## src/rtl/sig_pkg.sv

```systemverilog
package sig_pkg;

    localparam int SIG_W = 16;
    localparam logic [SIG_W-1:0] SIG_SEED = '1;

    typedef enum logic [1:0] {
        WALK_IDLE,
        WALK_UP,
        WALK_DOWN
    } walk_state_e;

    typedef struct packed {
        logic vld;
        logic last;
    } rd_tag_t;

    // One shift-and-fold step of the signature register.
    function automatic logic [SIG_W-1:0] misr_step(
        input logic [SIG_W-1:0] cur,
        input logic [SIG_W-1:0] word
    );
        logic fb;
        fb = cur[15] ^ cur[4] ^ cur[2] ^ cur[1];
        return word ^ {cur[SIG_W-2:0], fb};
    endfunction

endpackage

```

## src/rtl/sig_addr_seq.sv

```systemverilog
module sig_addr_seq
    import sig_pkg::*;
#(
    parameter int AW = 16,
    parameter int CW = 16
) (
    input  logic          clk,
    input  logic          rst,
    input  logic          launch_i,
    input  logic [AW-1:0] base_i,
    input  logic [CW-1:0] cnt_i,
    output logic          active_o,
    output logic [AW-1:0] rd_addr_o,
    output logic          rd_en_o,
    output logic          rd_last_o
);

    walk_state_e   st_q;
    logic [AW-1:0] base_q;
    logic [CW-1:0] top_idx_q;
    logic [CW-1:0] idx_q;

    logic at_top;
    logic at_bottom;

    assign at_top    = (idx_q == top_idx_q);
    assign at_bottom = (idx_q == '0);

    always_comb begin
        active_o  = (st_q != WALK_IDLE);
        rd_en_o   = active_o;
        rd_addr_o = base_q + AW'(idx_q);
        rd_last_o = (st_q == WALK_DOWN) && at_bottom;
    end

    always_ff @(posedge clk) begin
        if (rst) begin
            st_q      <= WALK_IDLE;
            base_q    <= '0;
            top_idx_q <= '0;
            idx_q     <= '0;
        end else begin
            unique case (st_q)
                WALK_IDLE: begin
                    if (launch_i) begin
                        st_q      <= WALK_UP;
                        base_q    <= base_i;
                        top_idx_q <= cnt_i - CW'(1);
                        idx_q     <= '0;
                    end
                end
                WALK_UP: begin
                    // The top index is issued once here and once more as the
                    // first read of the descending pass.
                    if (at_top) begin
                        st_q <= WALK_DOWN;
                    end else begin
                        idx_q <= idx_q + CW'(1);
                    end
                end
                WALK_DOWN: begin
                    if (at_bottom) begin
                        st_q <= WALK_IDLE;
                    end else begin
                        idx_q <= idx_q - CW'(1);
                    end
                end
                default: st_q <= WALK_IDLE;
            endcase
        end
    end

endmodule

```

## src/rtl/sig_rd_track.sv

```systemverilog
module sig_rd_track
    import sig_pkg::*;
(
    input  logic    clk,
    input  logic    rst,
    input  logic    rd_en_i,
    input  logic    rd_last_i,
    output rd_tag_t tag_o
);

    // Matches the one-cycle read latency of the memory.
    always_ff @(posedge clk) begin
        if (rst) begin
            tag_o <= '0;
        end else begin
            tag_o.vld  <= rd_en_i;
            tag_o.last <= rd_en_i & rd_last_i;
        end
    end

endmodule

```

## src/rtl/sig_misr.sv

```systemverilog
module sig_misr
    import sig_pkg::*;
(
    input  logic             clk,
    input  logic             rst,
    input  logic             seed_i,
    input  logic             absorb_i,
    input  logic [SIG_W-1:0] word_i,
    output logic [SIG_W-1:0] sig_o
);

    always_ff @(posedge clk) begin
        if (rst) begin
            sig_o <= SIG_SEED;
        end else if (seed_i) begin
            sig_o <= SIG_SEED;
        end else if (absorb_i) begin
            sig_o <= misr_step(sig_o, word_i);
        end
    end

endmodule

```

## src/rtl/mem_sig_gen.sv

```systemverilog
module mem_sig_gen
    import sig_pkg::*;
#(
    parameter int AW = 16,
    parameter int CW = 16
) (
    input  logic          clk,
    input  logic          rst,
    input  logic          start_i,
    input  logic [AW-1:0] start_addr_i,
    input  logic [CW-1:0] word_cnt_i,
    output logic [AW-1:0] mem_addr_o,
    output logic          mem_re_o,
    input  logic [15:0]   mem_rdata_i,
    output logic          busy_o,
    output logic          done_o,
    output logic [15:0]   sig_o
);

    logic    accept;
    logic    cnt_zero;
    logic    launch;
    logic    seq_active;
    logic    seq_last;
    rd_tag_t tag;
    logic    done_q;

    assign cnt_zero = (word_cnt_i == '0);
    assign accept   = start_i & ~busy_o;
    assign launch   = accept & ~cnt_zero;
    assign busy_o   = seq_active | tag.vld;
    assign done_o   = done_q;

    sig_addr_seq #(
        .AW (AW),
        .CW (CW)
    ) u_seq (
        .clk       (clk),
        .rst       (rst),
        .launch_i  (launch),
        .base_i    (start_addr_i),
        .cnt_i     (word_cnt_i),
        .active_o  (seq_active),
        .rd_addr_o (mem_addr_o),
        .rd_en_o   (mem_re_o),
        .rd_last_o (seq_last)
    );

    sig_rd_track u_track (
        .clk       (clk),
        .rst       (rst),
        .rd_en_i   (mem_re_o),
        .rd_last_i (seq_last),
        .tag_o     (tag)
    );

    sig_misr u_misr (
        .clk      (clk),
        .rst      (rst),
        .seed_i   (accept),
        .absorb_i (tag.vld),
        .word_i   (mem_rdata_i),
        .sig_o    (sig_o)
    );

    always_ff @(posedge clk) begin
        if (rst) begin
            done_q <= 1'b0;
        end else begin
            done_q <= (tag.vld & tag.last) | (accept & cnt_zero);
        end
    end

endmodule

```

## config.mk

```make
export PLATFORM = sky130hd
export DESIGN_NAME = mem_sig_gen
export DESIGN_NICKNAME = d
export VERILOG_FILES = /design/src/rtl/sig_pkg.sv /design/src/rtl/sig_addr_seq.sv /design/src/rtl/sig_rd_track.sv /design/src/rtl/sig_misr.sv /design/src/rtl/mem_sig_gen.sv
export SDC_FILE = /design/constraint.sdc
export NUM_CORES = 1
export LEC_CHECK = 0
export BUFFER_PORTS_ARGS = -buffer_cell sky130_fd_sc_hd__buf_2
export CAP_MARGIN = 15
export CORE_ASPECT_RATIO = 1.4
export CORE_MARGIN = 3
export CORE_UTILIZATION = 49
export CTS_CLUSTER_SIZE = 16
export DETAILED_ROUTE_END_ITERATION = 7
export GPL_ROUTABILITY_DRIVEN = 0
export PLACE_DENSITY = 0.67
export SLEW_MARGIN = 15
export SYNTH_ARGS = -nofsm -noshare
export SYNTH_HDL_FRONTEND = slang
export SYNTH_SLANG_ARGS = --single-unit
```

## constraint.sdc

```tcl
create_clock -name clk -period 5.1 [get_ports clk]
set_clock_uncertainty 0.1 [all_clocks]
set_input_delay 0.255 -clock clk [delete_from_list [all_inputs] [get_ports clk]]
set_output_delay 0.255 -clock clk [all_outputs]
set_load 0.005 [all_outputs]
```

==> Word level (Yosys, flattened, before mapping) <==
Index checks and enable logic that the tools add are counted.
{ "word_totals": {"reg_bits": 69, "in_bits": 51, "out_inout_bits": 35, "word_cells": 51} }
{ "op_classes": {"add_sub_neg": 4, "n_eq_ne": 8, "muxes": 8, "bitwise_logic": 13, "n_reduce_logical": 10} }
{ "ops": {"columns": ["op", "count"], "rows": [
  ["2-to-1 mux 16 bit", 3],
  ["one-hot mux 16 bit (3 select lines)", 1],
  ["zero test 16 bit", 2],
  ["subtractor 16 x 1 -> 16 bit, second input constant", 2],
  ["adder 16 x 1 -> 16 bit, second input constant", 1],
  ["adder 16 bit", 1],
  ["== test 16 bit", 1],
  ["XOR 16 bit", 1],
  ["2-to-1 mux 2 bit", 3],
  ["!= test 2 bit, second input constant", 3],
  ["one-hot mux 2 bit (3 select lines)", 1],
  ["bitwise AND 1 bit", 5],
  ["!= test 2 x 1 -> 1 bit, second input constant", 2],
  ["AND reduction 4 bit", 1],
  ["AND reduction 3 bit", 1],
  ["nonzero test 3 bit", 1],
  ["XOR 1 bit", 3],
  ["== test 2 x 1 -> 1 bit, second input constant", 1],
  ["== test 2 bit, second input constant", 1],
  ["zero test 2 bit", 1],
  ["NOT 1 bit", 2],
  ["bitwise OR 1 bit", 2],
  ["AND reduction 2 bit", 1],
  ["nonzero test 2 bit", 1],
  ["2 further kinds", 2]
]} }

==> Longest topological paths before layout <==
{ "logic_depth": {"depth_word": 7, "mapped_depth": 15, "depth_no_buf": 11} }

==> Hierarchy <==
From an unflattened synthesis, not the netlist that was laid out.
{ "hier_totals": {"hier_cells": 681, "hier_area_um2": 5212.5} }
{ "by_module_without_submodules": {"columns": ["module", "instances", "cells_each", "area_per_inst_um2", "seq_area_each_um2"], "rows": [
  ["sig_addr_seq", 1, 577, 4321.6, 1001.0],
  ["sig_misr", 1, 87, 716.9, 320.3],
  ["mem_sig_gen", 1, 13, 118.9, 20.0],
  ["sig_rd_track", 1, 4, 55.1, 40.0]
]} }

==> Worst setup path before layout <==
No wires, ideal clock.
{ "synth_path": {"path_type": "register to register", "startpoint": "register u_seq.st_q[0]", "endpoint": "register u_seq.idx_q[14]", "setup_time_ps": 95, "t_arrival_ps": 3367, "required_ps": 4905, "slack_ps": 1538, "stages_incl_launch_ff": 16, "path_buffers": 4, "period_less_slack_ps": 3562, "path_cell_list": "dfxtp_1 inv_1 ha_1 buf_2 buf_2 buf_1 clkbuf_1 xor2_1 ha_1 or3_1 a21oi_1 o32ai_1 a211oi_1 o2111ai_1 o311a_1 o311ai_1"} }
{ "synth_between": {"elab_chain_len": 7, "word_cells_on_any_way": 14, "cone_classes": "eq/ne (5); mux (1); bitwise (4); reduce/logical (4)"} }
{ "synth_rtl": {"columns": ["item", "line_no", "rtl"], "rows": [
  ["start: declaration", "sig_addr_seq.sv:18", "walk_state_e st_q;"],
  ["start signal: assignment", "sig_addr_seq.sv:38", "st_q <= WALK_IDLE;"],
  ["start signal: assignment", "sig_addr_seq.sv:46", "st_q <= WALK_UP;"],
  ["start signal: assignment", "sig_addr_seq.sv:56", "st_q <= WALK_DOWN;"],
  ["nonzero test 2 bit", "sig_addr_seq.sv:30", "active_o = (st_q != WALK_IDLE);"],
  ["bitwise OR 1 bit", "mem_sig_gen.sv:31", "assign busy_o = seq_active | tag.vld;"],
  ["NOT 1 bit", "mem_sig_gen.sv:29", "assign accept = start_i & ~busy_o;"],
  ["bitwise AND 1 bit", "mem_sig_gen.sv:29", null],
  ["bitwise AND 1 bit", "mem_sig_gen.sv:30", "assign launch = accept & ~cnt_zero;"],
  ["!= test 2 bit (no line)", null, null],
  ["AND reduction 4 bit (no line)", null, null],
  ["end signal: assignment", "sig_addr_seq.sv:58", "idx_q <= idx_q + CW'(1);"],
  ["end signal: assignment", "sig_addr_seq.sv:65", "idx_q <= idx_q - CW'(1);"],
  ["end: declaration", "sig_addr_seq.sv:21", "logic [CW-1:0] idx_q;"]
]} }
Parallel ways exist; a longest one is shown, timed or not.
A chain may end at the register's enable or synchronous reset.

==> Final worst setup path <==
{ "layout_path": {"startpoint": "register u_seq.idx_q[0]", "endpoint": "output mem_addr_o[14]"} }
{ "layout_between": {"elab_chain_len": 1} }
{ "layout_rtl": {"columns": ["item", "line_no", "rtl"], "rows": [
  ["adder 16 bit", "sig_addr_seq.sv:32", "rd_addr_o = base_q + AW'(idx_q);"],
  ["end: declaration", "mem_sig_gen.sv:12", "output logic [AW-1:0] mem_addr_o,"]
]} }
Every way passes these cells.

==> metrics.yaml <==
timing:
  worstMarginPinSlew_ps: 978
  worst_slew_margin_relative_to_its_limit_pct: 34.5
  timing_hold_violations_final: 0
  layout_worst_path_cycle_share_pct: 70.5
  max_freq_mhz: 278
  worst_slack_ps: 1510
  slew_limit_fails: 0
  setup_violations: 0
  setup_tns_final_ps: 0
  final_period_minus_worst_setup_slack_ps: 3590
  timing.hold.ws_ps: 63.0
  grt_setup_unrepaired: "false"
clock_tree:
  cts_tree: "yes"
  buffers_inserted_during_post_cts_setup_optimization: 0
  cts.hold.buffers_added: 0
  numCtsBuffers: 9
  cts_buffer_depth: 2
  tritoncts_num_sinks: 69
  path_clk_slew_ps: 60
  h-tree-depth: 3
  ctsRootBufferMaster: "clkbuf_16"
  clock_latency_ps: 330
  cts_resized: 0
setup_path:
  critPathCaptureType: "output pin"
  cp-endpoint: "mem_addr_o[14]"
  worst-endpoint-arrival_ps: 3240
  critPathKind: "reg -> out"
  setup.worst_path.start_class: "register"
  r2r_start: "u_seq.st_q[0]$_SDFFE_PP0P_"
  r2r_end: "u_seq.idx_q[15]$_SDFFE_PP0P_"
  cells_on_worst_reg2reg_path: 10
  crit_path_start: "u_seq.idx_q[0]$_SDFFE_PP0P_"
  reg2reg_setup_slack_ps: 1570
  worstPathRequired_ps: 4740
  critical_path_peak_fanout: 8
global_routing:
  grt_remaining_overflow: 0
  grt_pass1_wl_um: 21100
  antenna_violations_before_repair: 0
  vias_in_the_first_global_route: 4530
  pin_count_of_the_biggest_net_entering_global_routing: 62
  grt_use_total_pct: 23.1
yosys:
  synth-seq-cells: 69
  post_synth_num_cell_types: 67
  synthesis.area_um2: 4840
  post_synth_mux_area_share_pct: 0.440
  synth.avg_cell_area_um2: 7.77
  synth_enable_flop_cells: 0
  synth_simple_gate_area_share_pct: 24.1
  fraction_of_the_yosys_area_taken_by_sequential_cells_pct: 28.5
  synth_compound_area_share_pct: 22.3
  synth_xor_xnor_area_share_pct: 12.3
  syn-num-nets: 700
  synth_area_in_adders_pct: 6.88
  postSynth.asyncResetShare_pct: 0
  synthFlopType: "dfxtp_1"
  netlist_instances: 623
  synth-warning-count: 0
  synth_top_family_by_area: "simple AND/OR/NAND/NOR gates"
hold_path:
  hp-start: "start_addr_i[7]"
  hp-class: "in -> reg"
job:
  cap_viol_max_count: 0
routing:
  detail-route-antenna-nets: 0
  drcViolationCount: 0
  vias_per_cell: 5.64
  initialDrtViolationCount: 277
  wl_per_cell_um: 15.5
  via_count: 4600
  drt_pre_antenna_iters: 5
  totalWireLength_um: 12700
floorplanning:
  die_area_um2: 11100
  initial_core_util_pct: 50.6
  die_width_um: 90.0
  num_rows: 42
  io_pins: 86
  core_area_um2: 9560
  die_height_um: 124
status:
  run_status: "completed"
placement:
  detail_placement_hpwl_um: 9100
  preCtsSetupSlack_ps: 1610
  dpl-instance-area_um2: 5260
  placement.io_buffers: 85
final_layout:
  mostFrequentLayoutCells: "nand2_1, buf_2, dfxtp_1"
  layout.cell_area.non_filler_um2: 5540
  final_net_count: 755
  fraction_of_layout_instances_using_a_drive_strength_above_1_pct: 17.1
  antennaDiodeCount: 0
  flow.area_growth_from_synthesis_pct: 14.5
  layout_commonest_cell: "nand2_1"
pwr:
  ir_drop_uv: 240
  p_leak_nw: 2.18
  powerDensity_nw_per_um2: 348
cell usage after synthesis, drive strengths merged, types with 4 or more instances:
| cell type | number | area (um2) |
|---|---|---|
| nor4 | 8 | 50.1 |
| dfxtp | 69 | 1380 |
| o21a | 8 | 60.1 |
| nand3b | 5 | 37.5 |
| nor2b | 4 | 25.0 |
| nor2 | 48 | 188 |
| nand4 | 8 | 50.1 |
| or3 | 17 | 106 |
| a311oi | 5 | 43.8 |
| or2 | 4 | 25.0 |
| xnor2 | 56 | 490 |
| a211oi | 15 | 113 |
| o211ai | 4 | 30.0 |
| ha | 25 | 313 |
| clkbuf | 29 | 109 |
| nand2 | 86 | 323 |
| buf | 15 | 87.6 |
| nor3 | 12 | 60.1 |
| o21ai | 35 | 186 |
| a21o | 7 | 52.6 |
| and3 | 4 | 25.0 |
| a21oi | 44 | 220 |
| xor2 | 12 | 105 |
| and2 | 4 | 25.0 |
| inv | 18 | 67.6 |
| a31oi | 6 | 37.5 |
| or4 | 5 | 37.5 |
| nand3 | 16 | 80.1 |
| nand2b | 5 | 31.3 |
| o311ai | 4 | 35.0 |
kinds of logic after synthesis:
logic type / count (synthesis)
XOR/XNOR: 68
adder cells (fa/ha/maj): 26
buffers and inverters: 62
AO/OA/AOI/OAI: 160
flip-flops: 69
multiplexers: 2
AND/OR/NAND/NOR: 236
power breakdown:
group	total (mW)	internal (mW)	switching (mW)	leakage, nW
registers	0.697	0.617	0.0799	0.564
logic	0.641	0.258	0.383	1.48
clock network	0.592	0.345	0.247	0.135
total	1.93	1.22	0.709	2.18
routing by layer:
| layer | part of all wire (%) | GRT usage [%] |
|---|---|---|
| met1 | 44 | 28.1 |
| met4 | 1.7 | 8.52 |
| met3 | 4.6 | 3.87 |
| met5 | 0 | 0 |
| met2 | 50 | 41.4 |
worst min-delay path by stage:
stage / end / slack (ps) / cells past startpoint
global placement: u_seq.base_q[12]$_SDFFE_PP0P_ / 350 / 2
detailed placement: u_seq.base_q[12]$_SDFFE_PP0P_ / 350 / 2
CTS: u_seq.base_q[7]$_SDFFE_PP0P_ / 50 / 3
global route: u_seq.base_q[14]$_SDFFE_PP0P_ / 70 / 3
floorplan: u_seq.top_idx_q[0]$_SDFFE_PP0P_ / 250 / 1
finish: u_seq.base_q[7]$_SDFFE_PP0P_ / 60 / 3
critical path, stage by stage, from the launching register on:
cell	delay, ps
dfxtp_1	420
ha_1	300
fa_1	470
a21o_1	190
a21oi_1	210
nor2b_1	100
a41o_1	260
o41ai_1	500
nand3_1	130
o311ai_0	140
buf_2	190
sequential cells by signal, indices dropped and copies added (netlist names):
signal,count
u_track.tag_o,2
u_misr.sig_o,16
u_seq.idx_q,16
u_seq.top_idx_q,16
done_o,1
u_seq.base_q,16
u_seq.st_q,2
per-stage QoR:
step / power [mW] / util, % / cells
after CTS: 1.95 / 57.9 / 815
final: 1.93 / 57.9 / 815
after detailed placement: 1.35 / 55.0 / 799
after floorplan: 1.18 / - / 623
after global placement: 1.33 / 55.0 / 799
after global routing: 2.07 / 57.9 / 815
cell type report:
cell class              count  area [um2]
fillers                   920        4020
multi-input cells         492        3190
flip-flops and latches     69        1380
repair buffers             88         448
clock buffers              10         239
well taps                 132         165
inverters                  18        67.6
clock inverters             6        46.3
(Power assumes the default switching activity.)
